`src/rtl/gate_interlock_pkg.sv`:
```
package gate_interlock_pkg;

  typedef enum logic [1:0] {
    LEG_OFF = 2'd0,
    LEG_HI  = 2'd1,
    LEG_LO  = 2'd2
  } leg_state_e;

  // counter width able to hold dead-time reload value (dead - 1)
  function automatic int unsigned dead_cnt_w(input int unsigned dead);
    return (dead < 3) ? 1 : $clog2(dead);
  endfunction

  // which side may be granted from an idle leg: only a lone request wins
  function automatic leg_state_e grant_pick(input logic req_h, input logic req_l);
    if (req_h && !req_l) return LEG_HI;
    if (req_l && !req_h) return LEG_LO;
    return LEG_OFF;
  endfunction

endpackage

```
`src/rtl/cdc_sync2.sv`:
```
module cdc_sync2 #(
  parameter int unsigned WIDTH = 1
) (
  input  logic             clk,
  input  logic             rst_n,
  input  logic [WIDTH-1:0] d_async,
  output logic [WIDTH-1:0] q_sync
);

  logic [WIDTH-1:0] stage1;

  always_ff @(posedge clk or negedge rst_n) begin
    if (!rst_n) begin
      stage1 <= '0;
      q_sync <= '0;
    end else begin
      stage1 <= d_async;
      q_sync <= stage1;
    end
  end

endmodule

```
`src/rtl/dead_timer.sv`:
```
module dead_timer #(
  parameter int unsigned DEAD_CYC = 38,
  localparam int unsigned CNT_W   = gate_interlock_pkg::dead_cnt_w(DEAD_CYC)
) (
  input  logic clk,
  input  logic rst_n,
  input  logic reload,
  output logic expired
);

  localparam logic [CNT_W-1:0] RELOAD_VAL = CNT_W'(DEAD_CYC - 1);

  logic [CNT_W-1:0] cnt;

  always_ff @(posedge clk or negedge rst_n) begin
    if (!rst_n) begin
      cnt <= RELOAD_VAL;
    end else if (reload) begin
      cnt <= RELOAD_VAL;
    end else if (cnt != '0) begin
      cnt <= cnt - 1'b1;
    end
  end

  assign expired = (cnt == '0);

endmodule

```
`src/rtl/leg_arbiter.sv`:
```
module leg_arbiter
  import gate_interlock_pkg::*;
#(
  parameter int unsigned DEAD_CYC = 38
) (
  input  logic clk,
  input  logic rst_n,
  input  logic kill,
  input  logic req_hi,
  input  logic req_lo,
  output logic gate_hi,
  output logic gate_lo,
  output logic fall_evt
);

  leg_state_e state, state_nxt;
  logic       dt_expired;
  logic       dt_reload;

  always_comb begin
    state_nxt = state;
    unique case (state)
      LEG_OFF: if (dt_expired) state_nxt = grant_pick(req_hi, req_lo);
      LEG_HI:  if (!req_hi)    state_nxt = LEG_OFF;
      LEG_LO:  if (!req_lo)    state_nxt = LEG_OFF;
      default:                 state_nxt = LEG_OFF;
    endcase
    if (kill) state_nxt = LEG_OFF;
  end

  assign fall_evt  = (state != LEG_OFF) && (state_nxt == LEG_OFF);
  assign dt_reload = kill | fall_evt;

  dead_timer #(.DEAD_CYC(DEAD_CYC)) u_timer (
    .clk     (clk),
    .rst_n   (rst_n),
    .reload  (dt_reload),
    .expired (dt_expired)
  );

  always_ff @(posedge clk or negedge rst_n) begin
    if (!rst_n) state <= LEG_OFF;
    else        state <= state_nxt;
  end

  assign gate_hi = (state == LEG_HI);
  assign gate_lo = (state == LEG_LO);

endmodule

```
`src/rtl/gate_interlock.sv`:
```
module gate_interlock #(
  parameter int unsigned NUM_LEGS = 3,
  parameter int unsigned DEAD_CYC = 38
) (
  input  logic                clk,
  input  logic                rst_n,
  input  logic [NUM_LEGS-1:0] cmd_hi,
  input  logic [NUM_LEGS-1:0] cmd_lo,
  input  logic                global_off,
  output logic [NUM_LEGS-1:0] gate_hi,
  output logic [NUM_LEGS-1:0] gate_lo
);

  localparam int unsigned SYNC_W = 2 * NUM_LEGS;

  logic [NUM_LEGS-1:0] sync_hi;
  logic [NUM_LEGS-1:0] sync_lo;
  logic [NUM_LEGS-1:0] leg_fall;

  cdc_sync2 #(.WIDTH(SYNC_W)) u_sync (
    .clk     (clk),
    .rst_n   (rst_n),
    .d_async ({cmd_lo, cmd_hi}),
    .q_sync  ({sync_lo, sync_hi})
  );

  for (genvar g = 0; g < NUM_LEGS; g++) begin : g_leg
    leg_arbiter #(.DEAD_CYC(DEAD_CYC)) u_leg (
      .clk      (clk),
      .rst_n    (rst_n),
      .kill     (global_off),
      .req_hi   (sync_hi[g]),
      .req_lo   (sync_lo[g]),
      .gate_hi  (gate_hi[g]),
      .gate_lo  (gate_lo[g]),
      .fall_evt (leg_fall[g])
    );
  end

endmodule

```
`config.mk`:
```
export PLATFORM = sky130hd
export DESIGN_NAME = gate_interlock
export DESIGN_NICKNAME = d
export VERILOG_FILES = /design/src/rtl/gate_interlock_pkg.sv /design/src/rtl/cdc_sync2.sv /design/src/rtl/dead_timer.sv /design/src/rtl/leg_arbiter.sv /design/src/rtl/gate_interlock.sv
export SDC_FILE = /design/constraint.sdc
export NUM_CORES = 1
export LEC_CHECK = 0
export BUFFER_PORTS_ARGS = -buffer_cell sky130_fd_sc_hd__buf_4
export CAP_MARGIN = 25
export CORE_AREA = 2 2 79 81
export CTS_BUF_LIST = sky130_fd_sc_hd__clkbuf_8
export DETAILED_ROUTE_END_ITERATION = 16
export DIE_AREA = 0 0 81 83
export GPL_TIMING_DRIVEN = 0
export HOLD_SLACK_MARGIN = 0.03
export PLACE_DENSITY = 0.44
export SLEW_MARGIN = 20
export SYNTH_ARGS = -nofsm -noshare
export SYNTH_HDL_FRONTEND = slang
export SYNTH_SLANG_ARGS = --single-unit
```
`constraint.sdc`:
```
create_clock -name clk -period 1.7 [get_ports clk]
set_clock_uncertainty 0.1 [all_clocks]
set_input_delay 0.34 -clock clk [delete_from_list [all_inputs] [get_ports clk]]
set_output_delay 0.34 -clock clk [all_outputs]
set_load 0.03 [all_outputs]
```
======== Word level (Yosys, flattened, before mapping) ========
Cells that the tools add are included.
word-level totals
  flip-flop bits (word level) ............. 36
  output and inout bits ................... 6
operators by class
  multiplexer cells ....................... 54
  equality and inequality tests ........... 6
  bitwise operators ....................... 3
  reduce and logical (&&, ||, !) cells .... 33
  add/sub/neg operators ................... 3
operators with widths
  cell                                                                count
  2-bit two-way mux                                                   24
  6-bit two-way mux                                                   6
  1-bit two-way mux                                                   21
  6-bit zero test                                                     3
  2-bit case mux with 3 select lines                                  3
  6-bit nonzero test                                                  3
  6-bit by 1-bit subtractor with 6-bit output, second input constant  3
  2-bit zero test                                                     6
  2-bit nonzero test                                                  6
  1-bit logical AND                                                   9
  2-bit by 1-bit == test with 1-bit output, second input constant     3
  2-bit == test, second input constant                                3
  1-bit zero test                                                     6
  1-bit bitwise OR                                                    3

======== Longest topological paths before layout ========
  depth after elaboration ................. 17
  mapped depth ............................ 6

======== Modules after synthesis ========
From an unflattened synthesis, not the netlist that was laid out.
unflattened totals
  cells, all modules ...................... 168
  area, all modules ....................... 1771.7 um2
modules (own cells, without submodules)
  module       cells each  instances  area an instance (um2)
  dead_timer   35          3          345.3
  leg_arbiter  17          3          145.1
  cdc_sync2    12          1          300.3

======== Worst setup path before layout ========
Ideal clock, no wire load.
  kind .................................... register to register
  start ................................... register g_leg[2].u_leg.u_timer.cnt[0]
  end ..................................... register g_leg[2].u_leg.u_timer.cnt[5]
  library setup time ...................... 0.081 ns
  cell stages (with the launch flop) ...... 5
  setup slack ............................. 0.076 ns
  period minus slack after synthesis ...... 1.624 ns
  required time ........................... 1.519 ns
  path buffers ............................ 0
  arrival time ............................ 1.443 ns
  cell sequence ........................... dfstp_2 > inv_1 > ha_1 > or4_1 > o211ai_1
between the ends
  longest elaborated chain between the ends .. 8
  elaborated cells on any way between the ends .. 12
  those cells by class .................... add/sub (1); mux (5); bitwise (1); reduce/logical (5)
ends and longest elaborated chain
  item                                                            line               RTL
  start: declaration                                              dead_timer.sv:13   logic [CNT_W-1:0] cnt;
  start signal: assignment                                        dead_timer.sv:21   cnt <= cnt - 1'b1;
  6-bit zero test                                                 dead_timer.sv:25   assign expired = (cnt == '0);
  2-bit two-way mux                                               leg_arbiter.sv:23  LEG_OFF: if (dt_expired) state_nxt = grant_pick(req_hi, req_lo);
  2-bit case mux with 3 select lines                              leg_arbiter.sv:22  unique case (state)
  2-bit two-way mux                                               leg_arbiter.sv:28  if (kill) state_nxt = LEG_OFF;
  2-bit zero test                                                 leg_arbiter.sv:31  assign fall_evt = (state != LEG_OFF) && (state_nxt == LEG_OFF);
  1-bit logical AND                                               leg_arbiter.sv:31
  1-bit bitwise OR                                                leg_arbiter.sv:32  assign dt_reload = kill | fall_evt;
  6-bit two-way mux / 2-bit nonzero test (equally long branches)  n/a
Parallel ways exist; a longest one is shown, timed or not. The select of a mux whose other input is x is not followed.
A chain may end at the register's enable or synchronous reset.

======== Worst setup path in the final report ========
Ends and elaborated chain as after synthesis.

==> reports/metrics.yaml <==
outcome:
  status: "finished, final reports clean"
flow_run:
  cap_violations: 0
detailed_routing:
  first_iter_violations: 31
  ant_nets: 0
  wl_per_cell_um: 12.1
  wl_um: 3130
  viasPerCell: 4.81
  vias: 1245
  drc: 0
  drtPass1Iterations: 4
global_routing:
  gr-total-overflow: 0
  grt_pass1_vias: 1264
  antenna_found_initial: 0
  grt_usage_pct: 10.1
  grt_max_degree: 37
  grt_first_pass_wirelength_um: 5320
place:
  place_area_mm2: 0.00192
  dp_hpwl_um: 2210
  dp_cells: 252
  gp_congestion: 0.806
  numPortBuffers: 13
layout:
  drive_gt1_share_pct: 24.5
  syn2layout_area_growth_pct: 17.0
  layout_commonest_cell: "dfrtp_1"
  final_cells: 259
  stdcell_area_mm2: 0.00202
  final_core_util_pct: 34.7
  nets: 198
  final_cell_mix: "dfrtp_1 (27), buf_4 (20), nor3_1 (11)"
  n_antenna_cell: 0
  nFillCells: 605
timing:
  fin_crit_ps: 1600
  hold_viol: 0
  holdWs_ps: 59.2
  setup_viol: 0
  worst_slew_pin_slew_ps: 460
  slew_viol_final: 0
  fmax_mhz: 626
  rsz0062_at_grt: "false"
  setup_tns_ps: 0
  max_slew_margin_pct: 69.4
  period_share_pct: 94.0
cts:
  root_buffer: "clkbuf_8"
  clk_latency_ps: 280
  cts_htree_levels: 2
  clk_pin_slew_worst_paths_ps: 80
  clock_path_buffers: 2
  numCtsBuffers: 5
  cts_num_sinks: 36
  cts_tree: "yes"
power:
  power_switching_mw: 0.757
  p_comb_share_pct: 24.2
  swShare_pct: 32.5
  p_int_mw: 1.58
  clkPwrFrac_pct: 25.0
  seqPwrFrac_pct: 50.8
  peakVddDrop_mv: 0.397
  leakagePower_nw: 0.855
  cellPowerDensity_mw_per_mm2: 1160
yosys:
  synth_top_area_share_pct: 39.2
  syn-num-nets: 179
  ys_seq_elements: 36
  synth.distinct_cells: 30
  synth_area_leaders: "dfrtp_1 (39%), dfstp_2 (14%), ha_1 (4.4%), o21a_1 (3.9%), o31ai_1 (3.5%)"
  synth_seq_area_share_pct: 52.9
  syn_area_mm2: 0.00172
  synth.avg_cell_area_um2: 10.5
  synth_warnings: 0
  yosysTopAreaCell: "dfrtp_1"
  netlist_instances: 164
critical_path:
  slowest_delay_ps: 550
  crit_slowest_cell: "dfstp_2"
  arrival_ps: 1700
  start_kind: "register"
  ff2ff_path_depth: 4
  critPathMaxFanout: 2
  critPathTopFamily: "flip-flops"
  path_class: "register to register"
  rrSetupSlack_ps: 100
  crit_chain: "inv_2 > ha_2 > or4_1 > o211ai_1"
  r2r_start: "g_leg[2].u_leg.u_timer.cnt[0]"
  r2r_end: "g_leg[2].u_leg.u_timer.cnt[5]"
  worstPathRequired_ps: 1800
  endpoint_kind: "register"
  cp.buffers_inverters: 1
hold_path:
  hp-class: "input pin to register"
  hold_depth: 1
  hold_end: "u_sync.stage1[0]"
  holdCritStartpoint: "cmd_hi[0]"
floorplan:
  pin_count: 15
  die_y_um: 83
  die_w_um: 81
  num_rows: 28
  die_area_mm2: 0.00672
  coreArea_mm2: 0.00582
  start_util_pct: 29.6
-- worst reg2reg max path: stages, from the launching register on --
cell and delay [ps]:
dfstp_2 550, inv_2 40, ha_2 170, or4_1 470
o211ai_1 200
-- registers in the layout, summed over array words and instances (netlist names) --
name                     flops
g_leg.u_leg.u_timer.cnt     18
u_sync.q_sync                6
u_sync.stage1                6
g_leg.u_leg.state            6
-- cells by family after synthesis --
kind of cell    after synthesis  synth area share, %
buf+inv                      21                 6.46
flops                        36                 52.9
simple gates                 52                 17.3
xor+xnor                      2                 1.02
fa+ha+maj                     6                 4.35
compound gates               47                 18.0
-- cell type report --
class	count	area (um2)	area share, %
timing repair buffer	15	115	5.71
inverter	8	30.0	1.49
clock buffer	5	68.8	3.41
multi-input combinational	107	708	35.1
tap	75	93.8	4.65
buffer	10	70.1	3.47
sequential	36	912	45.2
clock inverter	3	18.8	0.931
-- power groups by stage --
stage	clock network, mW	logic, mW	registers (mW)
after floorplan	0	0.433	1.16
after global placement	0	0.529	1.19
after detailed placement	0	0.548	1.20
after CTS	0.622	0.559	1.18
after global routing	0.665	0.640	1.21
final	0.583	0.564	1.19
-- stage by stage --
step / power [mW] / setup WS [ps]
5_1_grt: 2.51 / 21.8
6_report: 2.33 / 101
4_1_cts: 2.36 / 32.6
3_3_place_gp: 1.72 / -22.3
3_5_place_dp: 1.75 / -57.7
2_1_floorplan: 1.60 / 75.9
-- Yosys cell counts --
cell      number
o311a_1        3
or3_1          3
o31ai_1        8
nand3_1        4
nand2b_1       7
a21oi_1        9
buf_6          1
buf_4          6
nand2_1        4
clkbuf_2       1
dfrtp_1       27
o21ai_1        5
nor3_1        11
clkbuf_1       4
nor4_1         5
ha_1           6
a21bo_2        1
buf_2          1
nand4b_1       1
dfstp_2        9
a21o_1         3
o21ai_0        7
or4_1          1
o21a_1         9
nor2b_1        6
xor2_1         2
nor3b_1        6
nor2_1         4
o211ai_1       2
inv_1          8
-- per-layer routing --
| metal | GRT usage (%) | up-vias | part of all wire (%) |
|---|---|---|---|
| met5 | 0 | - | 0 |
| met4 | 3.85 | 0 | 0.51 |
| met3 | 3.26 | 2 | 2.5 |
| met2 | 17.4 | 12 | 52 |
| met1 | 11.2 | 610 | 45 |
| li1 | - | 621 | - |
-- worst max-delay path by stage --
| stage | depth (start not counted) | start | slack (ps) | endpoint |
|---|---|---|---|---|
| 6_report | 4 | g_leg[2].u_leg.u_timer.cnt[0] | 100 | g_leg[2].u_leg.u_timer.cnt[5] |
| 5_1_grt | 4 | g_leg[2].u_leg.u_timer.cnt[0] | 20 | g_leg[2].u_leg.u_timer.cnt[5] |
| 4_1_cts | 4 | g_leg[2].u_leg.u_timer.cnt[0] | 30 | g_leg[2].u_leg.u_timer.cnt[5] |
| 3_5_place_dp | 6 | g_leg[2].u_leg.u_timer.cnt[0] | -60 | g_leg[2].u_leg.u_timer.cnt[2] |
| 3_3_place_gp | 4 | g_leg[2].u_leg.u_timer.cnt[0] | -20 | g_leg[2].u_leg.u_timer.cnt[5] |
| 2_1_floorplan | 4 | g_leg[2].u_leg.u_timer.cnt[0] | 80 | g_leg[2].u_leg.u_timer.cnt[5] |
-- what timing repair did --
action / CTS / global route
pin swaps: 0 / 2
gates resized for setup: 0 / 4
endpoints found under the setup margin: 13 / 16
hold buffers: 1 / 0
buffers inserted: 1 / 0
hold endpoints to repair: 27 / 0
No activity file was read; power rests on OpenSTA's default activity.
